`config.mk`:
```
export PLATFORM = sky130hd
export DESIGN_NAME = pwm_shadow_gen
export DESIGN_NICKNAME = d
export VERILOG_FILES = /design/src/rtl/pwm_sg_pkg.sv /design/src/rtl/pwm_timebase.sv /design/src/rtl/pwm_cmp_chan.sv /design/src/rtl/pwm_action.sv /design/src/rtl/pwm_shadow_gen.sv
export SDC_FILE = /design/constraint.sdc
export NUM_CORES = 1
export LEC_CHECK = 0
export BUFFER_PORTS_ARGS = -buffer_cell sky130_fd_sc_hd__clkbuf_2
export CAP_MARGIN = 20
export CORE_UTILIZATION = 35
export DETAILED_ROUTE_END_ITERATION = 10
export HOLD_SLACK_MARGIN = 0.15
export SLEW_MARGIN = 20
export SYNTH_ARGS = -nofsm -noshare
export SYNTH_HDL_FRONTEND = slang
export SYNTH_SLANG_ARGS = --single-unit
```
`constraint.sdc`:
```
create_clock -name clk -period 2.2 [get_ports clk]
set_input_delay 0.22 -clock clk [delete_from_list [all_inputs] [get_ports clk]]
set_output_delay 0.22 -clock clk [all_outputs]
set_load 0.03 [all_outputs]
```
`src/rtl/pwm_sg_pkg.sv`:
```
package pwm_sg_pkg;
  typedef enum logic [1:0] {
    ACT_NONE   = 2'd0,
    ACT_LOW    = 2'd1,
    ACT_HIGH   = 2'd2,
    ACT_INVERT = 2'd3
  } act_e;

  typedef enum logic [1:0] {
    LD_AT_ZERO = 2'd0,
    LD_AT_PRD  = 2'd1,
    LD_OFF     = 2'd2,
    LD_OFF_ALT = 2'd3
  } ld_e;

  typedef struct packed {
    logic staged;
    ld_e  sel;
  } cmp_mode_t;

  typedef struct packed {
    act_e on_b;
    act_e on_a;
    act_e on_prd;
    act_e on_zero;
  } act_tbl_t;

  localparam logic [2:0] REG_PERIOD = 3'd0;
  localparam logic [2:0] REG_CMP_A  = 3'd1;
  localparam logic [2:0] REG_CMP_B  = 3'd2;
  localparam logic [2:0] REG_MODE   = 3'd3;
  localparam logic [2:0] REG_ACTION = 3'd4;
  localparam int         NUM_CMP    = 2;
endpackage

```
`src/rtl/pwm_timebase.sv`:
```
module pwm_timebase #(
  parameter int CNT_W = 16
) (
  input  logic             clk,
  input  logic             rst_n,
  input  logic             run_en,
  input  logic [CNT_W-1:0] period,
  output logic [CNT_W-1:0] count,
  output logic             at_zero,
  output logic             at_prd
);
  always_ff @(posedge clk) begin
    if (!rst_n || !run_en) count <= '0;
    else if (count >= period) count <= '0;
    else count <= count + 1'b1;
  end

  assign at_zero = run_en && (count == '0);
  assign at_prd  = run_en && (count == period);
endmodule

```
`src/rtl/pwm_cmp_chan.sv`:
```
module pwm_cmp_chan
  import pwm_sg_pkg::*;
#(
  parameter int CNT_W = 16
) (
  input  logic             clk,
  input  logic             rst_n,
  input  cmp_mode_t        mode,
  input  logic             wr_en,
  input  logic [CNT_W-1:0] wr_val,
  input  logic             at_zero,
  input  logic             at_prd,
  output logic [CNT_W-1:0] work_val
);
  logic [CNT_W-1:0] stage_q;
  logic             load_now;

  always_comb begin
    load_now = 1'b0;
    if (mode.staged) begin
      unique case (mode.sel)
        LD_AT_ZERO: load_now = at_zero;
        LD_AT_PRD:  load_now = at_prd;
        default:    load_now = 1'b0;
      endcase
    end
  end

  always_ff @(posedge clk) begin
    if (!rst_n) begin
      stage_q  <= '0;
      work_val <= '0;
    end else begin
      if (load_now) work_val <= stage_q;
      if (wr_en) begin
        stage_q <= wr_val;
        if (!mode.staged) work_val <= wr_val;
      end
    end
  end
endmodule

```
`src/rtl/pwm_action.sv`:
```
module pwm_action
  import pwm_sg_pkg::*;
#(
  parameter int CNT_W = 16
) (
  input  logic             clk,
  input  logic             rst_n,
  input  logic             run_en,
  input  act_tbl_t         tbl,
  input  logic [CNT_W-1:0] count,
  input  logic [CNT_W-1:0] period,
  input  logic [CNT_W-1:0] cmp_a,
  input  logic [CNT_W-1:0] cmp_b,
  input  logic             at_zero,
  input  logic             at_prd,
  output logic             pwm_out
);
  logic hit_a, hit_b;
  act_e pick;

  assign hit_a = run_en && (count == cmp_a) && (cmp_a <= period);
  assign hit_b = run_en && (count == cmp_b) && (cmp_b <= period);

  always_comb begin
    if (at_prd && tbl.on_prd != ACT_NONE)       pick = tbl.on_prd;
    else if (hit_b && tbl.on_b != ACT_NONE)     pick = tbl.on_b;
    else if (hit_a && tbl.on_a != ACT_NONE)     pick = tbl.on_a;
    else if (at_zero && tbl.on_zero != ACT_NONE) pick = tbl.on_zero;
    else                                        pick = ACT_NONE;
  end

  always_ff @(posedge clk) begin
    if (!rst_n) pwm_out <= 1'b0;
    else begin
      unique case (pick)
        ACT_LOW:    pwm_out <= 1'b0;
        ACT_HIGH:   pwm_out <= 1'b1;
        ACT_INVERT: pwm_out <= ~pwm_out;
        default:    pwm_out <= pwm_out;
      endcase
    end
  end
endmodule

```
`src/rtl/pwm_shadow_gen.sv`:
```
module pwm_shadow_gen
  import pwm_sg_pkg::*;
#(
  parameter int CNT_W   = 16,
  parameter int PRD_RST = 100
) (
  input  logic             clk,
  input  logic             rst_n,
  input  logic             run_en,
  input  logic             cfg_valid,
  output logic             cfg_ready,
  input  logic [2:0]       cfg_addr,
  input  logic [CNT_W-1:0] cfg_data,
  output logic             pwm_out
);
  localparam int MODE_W = $bits(cmp_mode_t);

  logic             accept;
  logic [CNT_W-1:0] prd_q;
  logic [CNT_W-1:0] cnt_q;
  logic             at_zero, at_prd;
  cmp_mode_t        mode_q [NUM_CMP];
  logic [CNT_W-1:0] work   [NUM_CMP];
  act_tbl_t         tbl_q;
  logic [CNT_W-1:0] cmp_act_a;
  logic [2:0]       cmp_mode_a;

  assign cfg_ready = 1'b1;
  assign accept    = cfg_valid && cfg_ready;

  always_ff @(posedge clk) begin
    if (!rst_n) begin
      prd_q <= CNT_W'(PRD_RST);
      tbl_q <= '0;
    end else if (accept) begin
      if (cfg_addr == REG_PERIOD) prd_q <= cfg_data;
      if (cfg_addr == REG_ACTION)
        tbl_q <= act_tbl_t'({cfg_data[9:8], cfg_data[5:4], cfg_data[3:2], cfg_data[1:0]});
    end
  end

  pwm_timebase #(.CNT_W(CNT_W)) u_tb (
    .clk(clk), .rst_n(rst_n), .run_en(run_en), .period(prd_q),
    .count(cnt_q), .at_zero(at_zero), .at_prd(at_prd)
  );

  for (genvar g = 0; g < NUM_CMP; g++) begin : g_cmp
    localparam logic [2:0] MY_ADDR = (g == 0) ? REG_CMP_A : REG_CMP_B;

    always_ff @(posedge clk) begin
      if (!rst_n) mode_q[g] <= '0;
      else if (accept && cfg_addr == REG_MODE)
        mode_q[g] <= cmp_mode_t'(cfg_data[g*MODE_W +: MODE_W]);
    end

    pwm_cmp_chan #(.CNT_W(CNT_W)) u_chan (
      .clk(clk), .rst_n(rst_n), .mode(mode_q[g]),
      .wr_en(accept && cfg_addr == MY_ADDR), .wr_val(cfg_data),
      .at_zero(at_zero), .at_prd(at_prd), .work_val(work[g])
    );
  end

  assign cmp_act_a  = work[0];
  assign cmp_mode_a = mode_q[0];

  pwm_action #(.CNT_W(CNT_W)) u_act (
    .clk(clk), .rst_n(rst_n), .run_en(run_en), .tbl(tbl_q),
    .count(cnt_q), .period(prd_q), .cmp_a(work[0]), .cmp_b(work[1]),
    .at_zero(at_zero), .at_prd(at_prd), .pwm_out(pwm_out)
  );
endmodule

```
## Word-level counts from Yosys, hierarchy flattened

Memories as Yosys holds them, arrays and structs flattened.
Index checks and enable logic that the tools add are counted.

| operators by class | value |
|---|---|
| $add $sub $neg | 1 |
| order comparisons | 3 |
| equal/unequal tests | 12 |
| multiplexer cells | 21 |
| bitwise operators | 3 |
| reduce and logical (&&, ||, !) cells | 28 |

Operator list:

| cell | count |
|---|---|
| 16-bit 2-to-1 mux | 6 |
| 16-bit == test | 3 |
| 16-bit less-or-equal comparator | 2 |
| 16-bit by 1-bit adder with 16-bit output, second input constant | 1 |
| 16-bit >= comparator | 1 |
| 16-bit logical NOT | 1 |
| 1-bit logical AND | 13 |
| 2-bit 2-to-1 mux | 4 |
| 2-bit nonzero test | 4 |
| 2-bit by 1-bit == test with 1-bit output, second input constant | 3 |
| 3-bit by 2-bit == test with 1-bit output, second input constant | 2 |
| 1-bit 2-to-1 mux | 6 |
| 3-bit 2-to-1 mux | 2 |
| 2-bit == test, second input constant | 2 |
| 2-bit logical NOT | 2 |
| 1-bit case mux with 2 select lines | 2 |
| 2-bit AND reduction | 2 |
| 3-bit by 1-bit == test with 1-bit output, second input constant | 1 |
| 3-bit == test, second input constant | 1 |
| 3-bit logical NOT | 1 |
| 1-bit case mux with 3 select lines | 1 |
| 3-bit nonzero test | 1 |
| 1-bit logical NOT | 2 |
| 1-bit OR | 2 |
| 3 further kinds | 3 |

| word-level totals | value |
|---|---|
| flip-flop bits (word level) | 105 |
| RAM bits | 6 |
| input port bits | 23 |
| output and inout port bits | 2 |
| word-level logic and storage cells | 80 |
| memories | 1 |

Memories:

| memory | depth | bits a word | read ports | clocked after Yosys merged registers in | wr ports | line | RTL |
|---|---|---|---|---|---|---|---|
| mode_q | 2 | 3 | 2 | 0 | 2 | pwm_shadow_gen.sv:22 | `cmp_mode_t mode_q [NUM_CMP];` |

## Depth between registers and ports, before layout

| logic depth | value |
|---|---|
| depth after elaboration | 9 |
| depth in mapped cells | 11 |

## Cells and area by module

Synthesis repeated with hierarchy kept, for this count alone.

| second synthesis, totals | value |
|---|---|
| cells, all modules | 710 |
| area, all modules | 6,409.9 sq um |

Modules (own cells, without submodules):

| module | times used | cells an instance | area each (sq um) | sequential area each (sq um) |
|---|---|---|---|---|
| pwm_cmp_chan | 2 | 146 | 1,396.3 | 640.6 |
| pwm_action | 1 | 163 | 1,271.2 | 20.0 |
| pwm_shadow_gen | 1 | 118 | 1,222.4 | 660.6 |
| pwm_timebase | 1 | 137 | 1,123.6 | 320.3 |

## Worst setup path after synthesis

Ideal clock, no wire load.

| timing path | value |
|---|---|
| path kind | register -> register |
| start | reg u_tb.count[0] |
| end | reg g_cmp[1].u_chan.work_val[10] |
| setup time | 138 ps |
| data arrival time | 2,084 ps |
| required time | 2,062 ps |
| path slack | -21 ps |
| stages on the path, launching flop included | 11 |
| path buffers | 2 |
| cells stage by stage | dfxtp_1 -> inv_1 -> ha_1 -> nand4_1 -> nor4_2 -> a31oi_1 -> nor3b_2 -> buf_4 -> buf_12 -> mux2i_1 -> a211oi_1 |

| between the ends | value |
|---|---|
| longest elaborated chain between the ends | 7 |
| elaborated cells between the ends (all ways) | 9 |
| classes of those cells | 1 x eq/ne; 5 x mux; 3 x reduce/logical |

RTL lines:

| element | line | RTL |
|---|---|---|
| start: declaration | pwm_timebase.sv:8 | `output logic [CNT_W-1:0] count,` |
| start signal: assignment | pwm_timebase.sv:15 | `else count <= count + 1'b1;` |
| 16-bit == test / 16-bit logical NOT (equally long branches) | pwm_timebase.sv:19, pwm_timebase.sv:18 |  |
| 1-bit logical AND, on equally long branches | pwm_timebase.sv:19, pwm_timebase.sv:18 |  |
| 1-bit case mux with 2 select lines (*) | pwm_cmp_chan.sv:21 | `unique case (mode.sel)` |
| 1-bit 2-to-1 mux (*) | pwm_cmp_chan.sv:20 | `if (mode.staged) begin` |
| 16-bit 2-to-1 mux (*) | pwm_cmp_chan.sv:34 | `if (load_now) work_val <= stage_q;` |
| 16-bit 2-to-1 mux | pwm_cmp_chan.sv:37 | `if (!mode.staged) work_val <= wr_val;` |
| 16-bit 2-to-1 mux (*) | pwm_cmp_chan.sv:35 | `if (wr_en) begin` |
| end signal: assignment | pwm_cmp_chan.sv:34 |  |
| end signal: assignment | pwm_cmp_chan.sv:37 |  |
| end: declaration | pwm_cmp_chan.sv:13 | `output logic [CNT_W-1:0] work_val` |

Every way passes the cells marked *; elsewhere a longest branch is shown, timed or not.
A chain may end at the register's enable or synchronous reset.

## Worst setup path after layout

| timing path | value |
|---|---|
| start | reg prd_q[12] |
| end | reg u_act.pwm_out |

| between the ends | value |
|---|---|
| longest elaborated chain between the ends | 8 |
| elaborated cells between the ends (all ways) | 17 |
| classes of those cells | 2 x order compare; 4 x eq/ne; 4 x mux; 7 x reduce/logical |

RTL lines:

| element | line | RTL |
|---|---|---|
| start: declaration | pwm_shadow_gen.sv:19 | `logic [CNT_W-1:0] prd_q;` |
| start signal: assignment | pwm_shadow_gen.sv:33 | `prd_q <= CNT_W'(PRD_RST);` |
| start signal: assignment | pwm_shadow_gen.sv:36 | `if (cfg_addr == REG_PERIOD) prd_q <= cfg_data;` |
| 16-bit less-or-equal comparator | pwm_action.sv:21 | `assign hit_a = run_en && (count == cmp_a) && (cmp_a <= period);` |
| 1-bit logical AND | pwm_action.sv:21 |  |
| 1-bit logical AND | pwm_action.sv:27 | `else if (hit_a && tbl.on_a != ACT_NONE) pick = tbl.on_a;` |
| 2-bit 2-to-1 mux | pwm_action.sv:27 |  |
| 2-bit 2-to-1 mux | pwm_action.sv:26 | `else if (hit_b && tbl.on_b != ACT_NONE) pick = tbl.on_b;` |
| 2-bit 2-to-1 mux (*) | pwm_action.sv:25 | `if (at_prd && tbl.on_prd != ACT_NONE) pick = tbl.on_prd;` |
| 2-bit == test / 2-bit by 1-bit == test with 1-bit output (equally long branches) | pwm_action.sv:35 | `unique case (pick)` |
| 1-bit case mux with 3 select lines / 3-bit nonzero test (equally long branches) | - |  |
| end signal: assignment | pwm_action.sv:38 | `ACT_INVERT: pwm_out <= ~pwm_out;` |
| end signal: assignment | pwm_action.sv:39 | `default: pwm_out <= pwm_out;` |
| end: declaration | pwm_action.sv:16 | `output logic pwm_out` |

Marks and branches as above.

==> metrics.txt <==
mapped cell area=6056 sq um; placed instance count=1000; P per Cell Area=566.6 nW/um^2; Clock Path Buffers=2; Final TNS setup=-3012 ps; Place WS=-244.7 ps; RSZ-0062 raised after global routing=true; final count of pins violating max slew=0; WP data required=2480 ps; clk_skew=just over 5 ps; Final HPWL DP=12.89 mm; Reg clk slew, reported paths=80 ps; final setup fails=33; status=finished, violations left; layout cells sized above 1=0.2525; die area=roughly 18000 sq um; placer congestion estimate=about 0.85; Hold Path Class=in -> reg; Pre-antenna DRT Iters=5; via count=5245; min-delay src=cfg_data[10]; Rel. slew slack=0.6327; crit end category=flip-flop; Compound-Gate Fraction of Synth Area=0.1419; initial antenna violation count=0; I/O pin count=25; failing checks=setup timing; worst skew pair latency=360 ps; H-tree depth=3; simple logic cell fraction of the synthesized area=0.2012; WS Path Type=reg -> reg; largest family of logic cells by synthesized area=simple AND/OR/NAND/NOR gates; fin crit share=1.097; Leak=3.011 nW; Worst setup endpoint=u_act.pwm_out; first-pass GRT wire length=approximately 28 mm; Critical Path Start Type=flip-flop; DR WL/cell=17.27 um; worst ir drop on vdd=619.2 uV; GRT Util Overall=0.2044; max-cap viol count=0; Final Power=4.385 mW; reg2reg end=u_act.pwm_out; area share of fa/ha/maj cells after synthesis=0.1033; ys async rst share=0; hold_ws=156.2 ps; Via-to-Cell Ratio=5.082; Ys Warns=0; root buffer cell=clkbuf_16; fmax=414.3 MHz; Core Region=16760 sq um; Post-synth top flop=dfxtp_1; clk sink count=111; largest net degree at the start of global routing=81; launch point of the worst reg-to-reg path=prd_q[12]; nets@finish=880; Syn Nets=787; Distinct cells, synth=slightly below 50; global route overflow=0; TritonCTS buffer count=9; R2R setup slack=-210 ps; vias in the first global route=4960; Final ANT Viol Nets=0; Iter 0 DRT Violations=230; Slew @ Worst Pin=between 500 and 600 ps; Die H=133.5 um; min cycle time layout=2414 ps; Setup crit start=prd_q[12]; syn_area_per_cell=8.482 sq um; CTS tree=done; Synth Area in XOR/XNOR=0.06653; register area=2295 sq um; ant diodes=0; Port Buffers=23; layout filler cell count=about 1600; standard-cell rows=47; Area Growth Syn to Fin=27.79%; Syn Inst Count=714; Final WS setup=-213.6 ps; crit path DAT=about 2700 ps; Seq cells post-synth=111; EDFF count, synth=6; final hold violation count=0; Finished Layout Cells=1032; Initial Utilization=0.3613; Post-Route WL=17.82 mm; multi-input logic area=3790 sq um; Die Width=133.5 um; post-synthesis mux area share=0.05289; CP Max Fanout=4; worst r2r path cells=11; Seq/Total Area, Yosys=0.3769; # DRC=0
state kept, by name (all words and copies together) (netlist names):
signal,count
prd_q,16
g_cmp.u_chan.stage_q,32
tbl_q,8
u_tb.count,16
u_act.pwm_out,1
mode_q,6
g_cmp.u_chan.work_val,32
power by group:
part           total (mW)  leakage (nW)  internal (mW)  switching [mW]
logic               0.508          1.94          0.218           0.290
registers            2.11         0.912           2.07          0.0394
clock network        1.77         0.156          0.935           0.830
total                4.39          3.01           3.23            1.16
area by class of cell:
cell class / instances / area share
Multi-Input combinational cell: 535 / 0.4897
Clock buffer: 10 / 0.03088
Tap cell: 220 / 0.03557
Clock inverter: 6 / 0.009378
Inverter: 24 / 0.01261
Sequential cell: 111 / 0.2965
Timing Repair Buffer: 126 / 0.1253
cells in the mapped netlist (3+ instances only):
library cell | n | area [sq um]
nand2_1 | 129 | 484.2
a21o_1 | 3 | 22.52
o21ai_0 | 8 | 40.04
ha_1 | 50 | 625.6
xnor2_1 | 17 | 148.9
clkbuf_1 | 25 | 93.84
edfxtp_1 | 6 | 180.2
nor4_2 | 3 | 37.54
nor2_1 | 69 | 259.0
nand4_1 | 18 | 112.6
buf_2 | 5 | 25.02
and3_1 | 4 | 25.02
nand3b_1 | 3 | 22.52
nand3_1 | 11 | 55.05
nor3_1 | 4 | 20.02
a211oi_1 | 36 | 270.3
mux2i_1 | 32 | 320.3
a21oi_1 | 68 | 340.3
xor2_1 | 29 | 254.0
buf_1 | 4 | 15.01
dfxtp_1 | 105 | 2102
buf_4 | 3 | 22.52
nor4_1 | 4 | 25.02
buf_6 | 5 | 56.30
o211ai_1 | 5 | 37.54
nor2b_1 | 5 | 31.28
inv_1 | 24 | 90.09
a31oi_1 | 3 | 18.77
and2_1 | 8 | 50.05
worst max-delay path, cell delays in order, from the launching register on:
cell      delay [ps]
dfxtp_2          340
inv_2             60
buf_6            120
ha_4             190
nand4_1          150
nor2_1            80
a221o_1          340
o31ai_4          380
a211oi_2         120
nand3b_1         180
o211a_1          150
o31ai_2          210
cells by family after synthesis:
logic type,count (synthesis)
AND/OR/NAND/NOR,268
other,1
AO/OA/AOI/OAI,138
adder cells (fa/ha/maj),50
XOR/XNOR,46
flip-flops,111
multiplexers,32
buffers and inverters,68
through the flow:
| stage | area, sq um | utilization |
|---|---|---|
| 2_1_floorplan | 6056 | - |
| 3_3_place_gp | 6903 | 0.4119 |
| 3_5_place_dp | 6903 | 0.4119 |
| 4_1_cts | 7508 | 0.4480 |
| 5_1_grt | 7739 | 0.4617 |
| 6_report | 7739 | 0.4617 |
how the worst min path moves through the flow:
stage	cells past startpoint	to
2_1_floorplan	2	g_cmp[0].u_chan.stage_q[0]
3_3_place_gp	2	g_cmp[0].u_chan.stage_q[4]
3_5_place_dp	2	prd_q[1]
4_1_cts	3	prd_q[10]
5_1_grt	3	g_cmp[0].u_chan.stage_q[13]
6_report	3	prd_q[10]
layout by cell type, fill, tap and decap left out, drive strengths merged, types with 7 or more instances in the layout:
master,netlist,routed
nand2,129,129
dfxtp,105,105
buf,19,99
nor2,69,69
a21oi,68,68
ha,50,50
a211oi,36,36
clkbuf,25,34
mux2i,32,32
xor2,29,29
inv,24,28
nand4,18,18
xnor2,17,17
nand3,11,11
o21ai,10,10
and2,8,8
nor4,7,7
repair_timing:
action,4_1_cts,5_1_grt
hold endpoints to repair,7,0
pin swaps,33,29
gates cloned,1,1
endpoints found under the setup margin,33,49
hold buffers,3,0
resized for setup,30,41
setup buffers,7,6
per-layer routing:
metal | vias to the layer above | global-route usage | wire, um
met5 | - | 0 | 0
met4 | 0 | 0.05871 | 316
met3 | 21 | 0.03311 | 686
met2 | 80 | 0.3151 | 8024
met1 | 2476 | 0.2920 | 8795
li1 | 2668 | - | -
No activity file was read; power rests on OpenSTA's default activity.
